$ cat src/rtl/ap_pkg.sv
package ap_pkg;

  typedef enum logic [2:0] {
    ST_CLEAR,
    ST_IDLE,
    ST_WATCH,
    ST_INCR,
    ST_ISO_WAIT,
    ST_ISO_HOLD,
    ST_ISO_WATCH,
    ST_RESTORE
  } ap_state_e;

  function automatic logic ap_is_isolated(input ap_state_e s);
    return (s == ST_ISO_WAIT) || (s == ST_ISO_HOLD) ||
           (s == ST_ISO_WATCH) || (s == ST_RESTORE);
  endfunction

endpackage

$ cat src/rtl/ap_bit_timer.sv
module ap_bit_timer #(
  parameter int LEN = 512
) (
  input  logic clk,
  input  logic rst,
  input  logic start_i,
  input  logic tick_i,
  output logic done_o
);
  localparam int CW = $clog2(LEN + 1);
  localparam logic [CW-1:0] LIMIT = CW'(LEN);

  logic [CW-1:0] cnt_q;
  logic          armed_q;

  always_ff @(posedge clk) begin
    if (rst) begin
      cnt_q   <= '0;
      armed_q <= 1'b0;
    end else if (start_i) begin
      cnt_q   <= '0;
      armed_q <= 1'b1;
    end else if (tick_i && cnt_q != LIMIT) begin
      cnt_q <= cnt_q + 1'b1;
    end
  end

  assign done_o = armed_q && (cnt_q == LIMIT);
endmodule

$ cat src/rtl/ap_port_fsm.sv
module ap_port_fsm
  import ap_pkg::*;
#(
  parameter int CC_LIMIT = 64,
  parameter int TW5      = 512,
  parameter int TW6      = 1024
) (
  input  logic clk,
  input  logic rst,
  input  logic tick_i,
  input  logic act_i,
  input  logic coll_i,
  output logic data_o,
  output logic coll_o,
  output logic isolated_o
);
  localparam int CCW = $clog2(CC_LIMIT + 1);
  localparam logic [CCW-1:0] CC_MAX = CCW'(CC_LIMIT);

  ap_state_e      st_q, st_d;
  logic [CCW-1:0] cc_q, cc_d;
  logic           win_start, win_done, long_start, long_done;
  logic           quiet;

  assign quiet = !act_i && !coll_i;

  always_comb begin
    st_d = st_q;
    unique case (st_q)
      ST_CLEAR:     if (quiet) st_d = ST_IDLE;
      ST_IDLE:      if (!quiet) st_d = ST_WATCH;
      ST_WATCH: begin
        if (coll_i)        st_d = ST_INCR;
        else if (win_done) st_d = ST_CLEAR;
        else if (!act_i)   st_d = ST_IDLE;
      end
      ST_INCR: begin
        if (cc_q >= CC_MAX)            st_d = ST_ISO_WAIT;
        else if (coll_i && long_done)  st_d = ST_ISO_WAIT;
        else if (quiet)                st_d = ST_IDLE;
      end
      ST_ISO_WAIT:  if (quiet) st_d = ST_ISO_HOLD;
      ST_ISO_HOLD:  if (!quiet) st_d = ST_ISO_WATCH;
      ST_ISO_WATCH: begin
        if (coll_i)        st_d = ST_ISO_WAIT;
        else if (win_done) st_d = ST_RESTORE;
        else if (!act_i)   st_d = ST_ISO_HOLD;
      end
      ST_RESTORE: begin
        if (coll_i)     st_d = ST_ISO_WAIT;
        else if (quiet) st_d = ST_IDLE;
      end
      default:          st_d = ST_CLEAR;
    endcase
  end

  assign win_start  = ((st_d == ST_WATCH) && (st_q != ST_WATCH)) ||
                      ((st_d == ST_ISO_WATCH) && (st_q != ST_ISO_WATCH));
  assign long_start = (st_d == ST_INCR) && (st_q != ST_INCR);

  always_comb begin
    cc_d = cc_q;
    if (st_d == ST_CLEAR || st_d == ST_RESTORE) cc_d = '0;
    else if (long_start && cc_q != CC_MAX)      cc_d = cc_q + 1'b1;
  end

  always_ff @(posedge clk) begin
    if (rst) begin
      st_q       <= ST_CLEAR;
      cc_q       <= '0;
      data_o     <= 1'b0;
      coll_o     <= 1'b0;
      isolated_o <= 1'b0;
    end else begin
      st_q       <= st_d;
      cc_q       <= cc_d;
      isolated_o <= ap_is_isolated(st_d);
      data_o     <= act_i  && !ap_is_isolated(st_d);
      coll_o     <= coll_i && !ap_is_isolated(st_d);
    end
  end

  ap_bit_timer #(.LEN(TW5)) u_win (
    .clk(clk), .rst(rst), .start_i(win_start), .tick_i(tick_i), .done_o(win_done)
  );

  ap_bit_timer #(.LEN(TW6)) u_long (
    .clk(clk), .rst(rst), .start_i(long_start), .tick_i(tick_i), .done_o(long_done)
  );
endmodule

$ cat src/rtl/ap_partition_ctrl.sv
module ap_partition_ctrl #(
  parameter int NPORTS   = 4,
  parameter int CC_LIMIT = 64,
  parameter int TW5      = 512,
  parameter int TW6      = 1024
) (
  input  logic              clk,
  input  logic              rst,
  input  logic              bit_tick_i,
  input  logic [NPORTS-1:0] act_i,
  input  logic [NPORTS-1:0] coll_i,
  output logic [NPORTS-1:0] data_o,
  output logic [NPORTS-1:0] coll_o,
  output logic [NPORTS-1:0] isolated_o
);
  for (genvar p = 0; p < NPORTS; p++) begin : g_port
    ap_port_fsm #(
      .CC_LIMIT(CC_LIMIT), .TW5(TW5), .TW6(TW6)
    ) u_fsm (
      .clk(clk),
      .rst(rst),
      .tick_i(bit_tick_i),
      .act_i(act_i[p]),
      .coll_i(coll_i[p]),
      .data_o(data_o[p]),
      .coll_o(coll_o[p]),
      .isolated_o(isolated_o[p])
    );
  end
endmodule

$ cat config.mk
export PLATFORM = sky130hd
export DESIGN_NAME = ap_partition_ctrl
export DESIGN_NICKNAME = d
export VERILOG_FILES = /design/src/rtl/ap_pkg.sv /design/src/rtl/ap_bit_timer.sv /design/src/rtl/ap_port_fsm.sv /design/src/rtl/ap_partition_ctrl.sv
export SDC_FILE = /design/constraint.sdc
export NUM_CORES = 1
export LEC_CHECK = 0
export BUFFER_PORTS_ARGS = -buffer_cell sky130_fd_sc_hd__buf_2
export CAP_MARGIN = 10
export CORE_MARGIN = 5
export CORE_UTILIZATION = 29
export CTS_CLUSTER_DIAMETER = 80
export DETAILED_ROUTE_END_ITERATION = 8
export PLACE_DENSITY = 0.49
export SYNTH_ARGS = -nofsm -noshare
export SYNTH_HDL_FRONTEND = slang
export SYNTH_SLANG_ARGS = --single-unit
$ cat constraint.sdc
create_clock -name clk -period 2.95 [get_ports clk]
set_input_delay 0.59 -clock clk [delete_from_list [all_inputs] [get_ports clk]]
set_output_delay 0.59 -clock clk [all_outputs]
set_load 0.05 [all_outputs]
==> results.py, run 1 <==
metrics = {
    "run_status": {
        "outcome": "complete, no violations",
    },
    "routing": {
        "vias_per_cell": 4.61,
        "dr.pass1.iters": 4,
        "num_vias": 5500,
        "totalWireLength_mm": 14.2,
        "wl_per_cell_um": 11.9,
        "drtIter0Drc": 227,
        "drtAntennaViolNets": 0,
        "drc": 0,
    },
    "grt": {
        "grt_use_total": 0.104,
        "grt_max_degree": 21,
        "antenna_found_initial": 0,
        "grt_pass1_vias": 5119,
        "overflow": 0,
        "grt_pass1_wl_mm": 24.5,
    },
    "sta": {
        "setup-violations-final": 0,
        "drv_slew": 0,
        "relSlewSlack": 0.514,
        "fin_setup_tns_ns": 0,
        "layout_min_cycle_time_ns": 2.55,
        "rsz0062_at_grt": "no",
        "post-route-period-util": 0.864,
        "max_freq_mhz": 392,
        "worstMarginPinSlew_ns": 0.725,
        "hold_viol": 0,
        "setup_ws_ns": 0.402,
        "finClkSkew_ns": 0.00991,
    },
    "critical_path": {
        "start_kind": "register",
        "cp_max_fo": 7,
        "required_ns": 3.30,
        "cp_cell_sequence": "inv_1, ha_1, nor4b_1, nand4_1, mux2i_1, a311oi_1, nor3b_1, a311o_1, nor2_1",
        "end_kind": "register",
        "crit_type": "register to register",
        "max_stage_delay_ns": 0.48,
        "crit_slowest_cell": "a311oi_1",
        "arrival_ns": 2.90,
    },
    "synth": {
        "synth_cell_types": 72,
        "synth_area_sq_um": 7120,
        "ys.flop_type": "dfxtp_1",
        "synth_edf_count": 0,
        "syn_avg_cell_area_sq_um": 8.40,
        "ys_async_sr_fraction": 0,
        "ys_seq_area_frac": 0.402,
        "netlist_top_cells_area": "dfxtp_1 40%, nor2_1 8.5%, xor2_1 7.0%",
        "yosysTopAreaCell": "dfxtp_1",
        "ys_seq_elements": 143,
        "synth_fp_nets": 882,
        "yosys_warnings": 0,
        "synthCells": 847,
        "synth_top_area_frac": 0.402,
    },
    "place": {
        "pre_cts_ws_ns": 0.395,
        "dp_hpwl_mm": 9.92,
        "place.gp.congestion": 0.766,
        "placed_area_sq_um": 7490,
        "post-place-cells": 1161,
        "port_buffers": 22,
    },
    "final_layout": {
        "stdcell_count": 1192,
        "n_antenna_cell": 0,
        "fin_util": 0.335,
        "area_growth_pct": 14.1,
        "drive_gt1_frac": 0.0910,
        "stdcell_area_sq_um": 8120,
        "regArea_sq_um": 2860,
        "nets": 891,
        "num-fill-cells": 2557,
        "multi_input_area_sq_um": 3910,
    },
    "clocking": {
        "cts-resized-gates": 0,
        "clk-insertion-delay-late_ns": 0.42,
        "htreeDepth": 4,
        "clockRootBuffer": "clkbuf_16",
        "cts_tree": "built",
        "cts_hold_buf": 0,
        "numClockSinks": 143,
        "cts_buffers": 17,
        "cts.path.max_buffers": 2,
        "post_cts_buffers": 0,
        "clk_pin_slew_ns": 0.06,
    },
    "floorplan": {
        "dieArea_sq_um": 27800,
        "rows": 57,
        "fp.dieW_um": 167,
        "initial_core_util": 0.293,
        "ioPinCount": 23,
        "design.core.area_sq_um": 24200,
        "die_y_um": 167,
    },
    "power": {
        "p_leak_nw": 3.05,
        "p_per_area_nw_per_um2": 610,
        "ir_worst_vdd_v": 0.000363,
    },
    "hold_path": {
        "holdCritPathClass": "input pin to register",
    },
    "job": {
        "drv_cap": 0,
    },
}
## kinds of logic (layout without fill, tap and decap cells)
kind of cell	count (synthesis)	in the layout	share of synthesized area
flops	143	143	0.402
simple gates	417	417	0.294
mux	14	14	0.0202
compound gates	80	80	0.0795
fa+ha+maj	24	24	0.0422
xor+xnor	93	93	0.114
buf+inv	76	97	0.0478
## critical path: cells and delay by family (launching register included)
family          cells  cell delay, ns
compound gates      2            0.92
fa+ha+maj           1            0.14
buf+inv             1            0.08
flops               1            0.34
mux                 1            0.17
simple gates        4            0.82
## cells in the final DEF, fill, tap and decap left out, types with 3 or more instances in the layout
| cell type | netlist | layout |
|---|---|---|
| a31oi_1 | 6 | 6 |
| nor3_1 | 17 | 17 |
| a21oi_1 | 22 | 22 |
| and3_1 | 30 | 30 |
| a41oi_1 | 5 | 5 |
| nor4b_1 | 3 | 3 |
| nor3b_1 | 4 | 4 |
| and2_1 | 15 | 15 |
| and4_1 | 5 | 5 |
| nand3b_1 | 6 | 6 |
| nor2b_1 | 11 | 11 |
| a211oi_1 | 3 | 3 |
| clkinvlp_4 | 0 | 4 |
| nor2_1 | 161 | 161 |
| nor4_1 | 13 | 13 |
| inv_1 | 35 | 35 |
| o21ai_0 | 13 | 13 |
| mux2i_1 | 11 | 11 |
| buf_4 | 12 | 9 |
| nand3_1 | 19 | 19 |
| and3b_1 | 3 | 3 |
| nand2b_1 | 6 | 6 |
| ha_1 | 24 | 24 |
| xnor2_1 | 36 | 36 |
| nand4_1 | 34 | 34 |
| bufinv_16 | 0 | 4 |
| or3_1 | 7 | 7 |
| or2_2 | 3 | 3 |
| xor2_1 | 57 | 57 |
| buf_2 | 7 | 22 |
| dfxtp_1 | 143 | 143 |
| nand2_1 | 65 | 65 |
| clkbuf_16 | 0 | 17 |
## final cells by class
type	instances	area share
clock inverter	12	0.0228
inverter	35	0.0162
sequential	143	0.353
timing repair buffer	31	0.0219
tap	324	0.0499
clock buffer	19	0.0546
multi-input combinational	628	0.482
## routing by layer
layer	GRT usage	routed length [um]	up-vias
met1	0.140	7370	2557
met4	0.0288	129	0
met3	0.0306	363	8
li1	-	-	2890
met5	0	0	-
met2	0.162	6360	45
## flip-flops by register name, indices dropped and copies added (netlist names)
name                         count
g_port.u_fsm.isolated_o          3
g_port.u_fsm.u_win.cnt_q        40
g_port.u_fsm.st_q               12
g_port.u_fsm.coll_o              4
g_port.u_fsm.u_win.armed_q       4
g_port.u_fsm.u_long.armed_q      4
g_port.u_fsm.cc_q               28
g_port.u_fsm.u_long.cnt_q       44
g_port.u_fsm.data_o              4
## synthesized netlist by cell type, types with 7 or more instances
| cell type | count |
|---|---|
| nor3_1 | 17 |
| nand4_1 | 34 |
| xnor2_1 | 36 |
| nand2_1 | 65 |
| mux2i_1 | 11 |
| nor2_1 | 161 |
| xor2_1 | 57 |
| nand3_1 | 19 |
| buf_2 | 7 |
| and2_1 | 15 |
| nor2b_1 | 11 |
| and3_1 | 30 |
| o21ai_0 | 13 |
| a21oi_1 | 22 |
| or3_1 | 7 |
| nor4_1 | 13 |
| ha_1 | 24 |
| dfxtp_1 | 143 |
| inv_1 | 35 |
| clkbuf_1 | 20 |
| buf_4 | 12 |
## report_power, final
part | leakage, nW | total, mW | switching [mW] | internal (mW)
clock network | 0.292 | 2.30 | 0.861 | 1.44
registers | 1.16 | 2.10 | 0.0917 | 2.01
logic | 1.60 | 0.550 | 0.333 | 0.217
## path summary, 6_finish.rpt
kind	depth (start not counted)	end	slack, ns	from
worst max-delay path	9	g_port[3].u_fsm.cc_q[5]	0.40	g_port[3].u_fsm.u_win.cnt_q[0]
worst min-delay path	2	g_port[2].u_fsm.data_o	0.42	act_i[2]
worst max register to register	9	g_port[3].u_fsm.cc_q[5]	0.40	g_port[3].u_fsm.u_win.cnt_q[0]
worst min register to register	2	g_port[2].u_fsm.u_win.armed_q	0.45	g_port[2].u_fsm.u_win.armed_q
## through the flow
stage / total power [mW] / hold slack [ns]
after global routing: 5.19 / 0.413
final: 4.95 / 0.420
after detailed placement: 2.70 / 0.446
after CTS: 5.03 / 0.406
after floorplan: 2.57 / 0.421
after global placement: 2.70 / 0.435
(Power assumes the default switching activity.)
==> run 2: changes to the inputs <==
--- a/config.mk
+++ b/config.mk
@@ -8,10 +8,11 @@
 export BUFFER_PORTS_ARGS = -buffer_cell sky130_fd_sc_hd__buf_2
 export CAP_MARGIN = 10
 export CORE_MARGIN = 5
-export CORE_UTILIZATION = 29
+export CORE_UTILIZATION = 62
 export CTS_CLUSTER_DIAMETER = 80
 export DETAILED_ROUTE_END_ITERATION = 8
-export PLACE_DENSITY = 0.49
+export GPL_ROUTABILITY_DRIVEN = 1
+export PLACE_DENSITY = 0.86
 export SYNTH_ARGS = -nofsm -noshare
 export SYNTH_HDL_FRONTEND = slang
 export SYNTH_SLANG_ARGS = --single-unit
==> run 2 against run 1 <==
  * Maximum frequency decreased by 3.5%
  * Combinational power about the same
  * Core utilization up 36 points
  * Hold slack better by 0.014 ns
  * Count of clock-buffer cells in the layout increased by 2
  * Critical path depth did not move
  * Die area fell by 51%
  * Sequential share of layout area increased by 1.2 points
  * Design area fell by 3.4%
  * Power fell by 2.4%
  * Global-route usage grew 10 points
  * Sequential power about the same
  * Critical endpoint is now g_port[2].u_fsm.u_long.cnt_q[10]
==> results.py, run 2 (same netlist as run 1, synthesis figures left out) <==
metrics = {
    "sta": {
        "layout_min_cycle_time_ns": 2.64,
        "post-route-period-util": 0.895,
        "relSlewSlack": 0.509,
        "setup_ws_ns": 0.308,
        "finClkSkew_ns": 0.00676,
        "setup-violations-final": 0,
        "fin_setup_tns_ns": 0,
        "hold_ws_ns": 0.434,
        "max_freq_mhz": 379,
        "drv_slew": 0,
        "worstMarginPinSlew_ns": 0.731,
        "rsz0062_at_grt": "no",
        "hold_viol": 0,
    },
    "clocking": {
        "cts.path.max_buffers": 2,
        "htreeDepth": 4,
        "cts_buffers": 17,
        "clk-insertion-delay-late_ns": 0.42,
        "post_cts_buffers": 0,
        "cts_tree": "built",
        "cts-resized-gates": 0,
        "clk_pin_slew_ns": 0.06,
        "clockRootBuffer": "clkbuf_16",
        "numClockSinks": 143,
        "cts_hold_buf": 0,
    },
    "critical_path": {
        "arrival_ns": 2.94,
        "end_kind": "register",
        "max_stage_delay_ns": 0.45,
        "cp_max_fo": 11,
        "start_kind": "register",
        "cp_cell_sequence": "inv_1, ha_1, and2_1, and4_1, mux2_1, and3_1, nor3b_1, or2_1, nor2_1",
        "required_ns": 3.25,
        "crit_slowest_cell": "dfxtp_1",
        "cpLargestDelayFamily": "simple AND/OR/NAND/NOR gates",
        "crit_type": "register to register",
        "r2r_slack_ns": 0.31,
        "cp.buffers_inverters": 1,
        "reg2reg_depth": 9,
        "worstReg2RegStart": "g_port[2].u_fsm.u_win.cnt_q[0]",
        "r2r-end": "g_port[2].u_fsm.u_long.cnt_q[10]",
    },
    "power": {
        "p_leak_nw": 3.04,
        "p_per_area_nw_per_um2": 616,
        "ir_worst_vdd_v": 0.000567,
    },
    "final_layout": {
        "reg_top3": "g_port.u_fsm.u_long.cnt_q: 44 flops, g_port.u_fsm.u_win.cnt_q: 40 flops, g_port.u_fsm.cc_q: 28 flops",
        "largest-register": "g_port.u_fsm.u_long.cnt_q",
        "layout_common_cells": "161 x nor2_1, 143 x dfxtp_1, 65 x nand2_1",
        "drive_gt1_frac": 0.0879,
        "stdcell_area_sq_um": 7840,
        "nets": 887,
        "area_growth_pct": 10.2,
        "num-fill-cells": 866,
        "final_common_cell": "nor2_1",
        "largest_register_ffs": 44,
        "n_antenna_cell": 0,
        "stdcell_count": 1008,
    },
    "routing": {
        "dr.pass1.iters": 5,
        "vias_per_cell": 5.54,
        "totalWireLength_mm": 13.1,
        "drtAntennaViolNets": 0,
        "drtIter0Drc": 387,
        "num_vias": 5589,
        "wl_per_cell_um": 13.0,
        "drc": 0,
    },
    "floorplan": {
        "die_y_um": 117,
        "rows": 39,
        "dieArea_sq_um": 13700,
        "ioPinCount": 23,
        "initial_core_util": 0.629,
        "fp.dieW_um": 117,
        "design.core.area_sq_um": 11300,
    },
    "hold_path": {
        "min_from": "act_i[3]",
        "holdCritPathClass": "input pin to register",
        "whs_path_depth": 2,
        "min_to": "g_port[3].u_fsm.data_o",
    },
    "place": {
        "port_buffers": 22,
        "place.gp.congestion": 0.885,
        "placed_area_sq_um": 7230,
        "pre_cts_ws_ns": 0.407,
        "post-place-cells": 976,
        "dp_hpwl_mm": 8.93,
    },
    "grt": {
        "grt_max_degree": 21,
        "antenna_found_initial": 0,
        "grt_pass1_wl_mm": 22.8,
        "grt_use_total": 0.206,
        "overflow": 0,
        "grt_pass1_vias": 5273,
    },
    "job": {
        "drv_cap": 0,
    },
    "run_status": {
        "outcome": "complete, no violations",
    },
}
[run 2: worst max-delay path by stage]
stage                                         from                          endpoint  slack (ns)  depth (start not counted)
detailed placement  g_port[2].u_fsm.u_win.cnt_q[0]   g_port[2].u_fsm.u_long.cnt_q[2]        0.41                          9
global placement    g_port[2].u_fsm.u_win.cnt_q[0]   g_port[2].u_fsm.u_long.cnt_q[6]        0.51                          9
global route        g_port[2].u_fsm.u_win.cnt_q[0]  g_port[2].u_fsm.u_long.cnt_q[10]        0.12                          9
finish              g_port[2].u_fsm.u_win.cnt_q[0]  g_port[2].u_fsm.u_long.cnt_q[10]        0.31                          9
CTS                 g_port[2].u_fsm.u_win.cnt_q[0]  g_port[2].u_fsm.u_long.cnt_q[10]        0.33                          9
floorplan           g_port[2].u_fsm.u_win.cnt_q[0]  g_port[2].u_fsm.u_long.cnt_q[10]        0.60                         11
[run 2: worst register-to-register path, stage by stage, from the launching register on]
cell     delay [ns]
dfxtp_1        0.45
inv_1          0.07
ha_1           0.20
and2_1         0.17
and4_1         0.21
mux2_1         0.32
and3_1         0.25
nor3b_1        0.34
or2_1          0.40
nor2_1         0.11
[run 2: stage by stage]
stage | util | power (mW)
floorplan | - | 2.57
global placement | 0.639 | 2.66
detailed placement | 0.639 | 2.68
CTS | 0.693 | 4.86
global route | 0.693 | 5.05
finish | 0.693 | 4.83
[run 2: routing by layer]
layer / vias to the layer above / track usage / routed length, um / part of all wire
met4: 0 / 0.0665 / 140 / 0.011
met5: - / 0 / 0 / 0
met1: 2594 / 0.257 / 6370 / 0.49
met2: 83 / 0.339 / 6120 / 0.47
li1: 2896 / - / - / -
met3: 16 / 0.0638 / 444 / 0.034
[run 2: power by group]
part | total (mW) | switching (mW) | internal, mW | leakage, nW
logic | 0.547 | 0.332 | 0.215 | 1.58
clock network | 2.19 | 0.799 | 1.39 | 0.295
registers | 2.10 | 0.0912 | 2.01 | 1.16
total | 4.83 | 1.22 | 3.61 | 3.04
[run 2: cell type report]
cell class	instances	area [sq um]	share of cell area
Multi-Input combinational cell	628	3910	0.499
Sequential cell	143	2860	0.365
Clock buffer	21	470	0.0600
Tap cell	143	179	0.0228
Timing Repair Buffer	27	148	0.0188
Clock inverter	11	138	0.0175
Inverter	35	131	0.0168
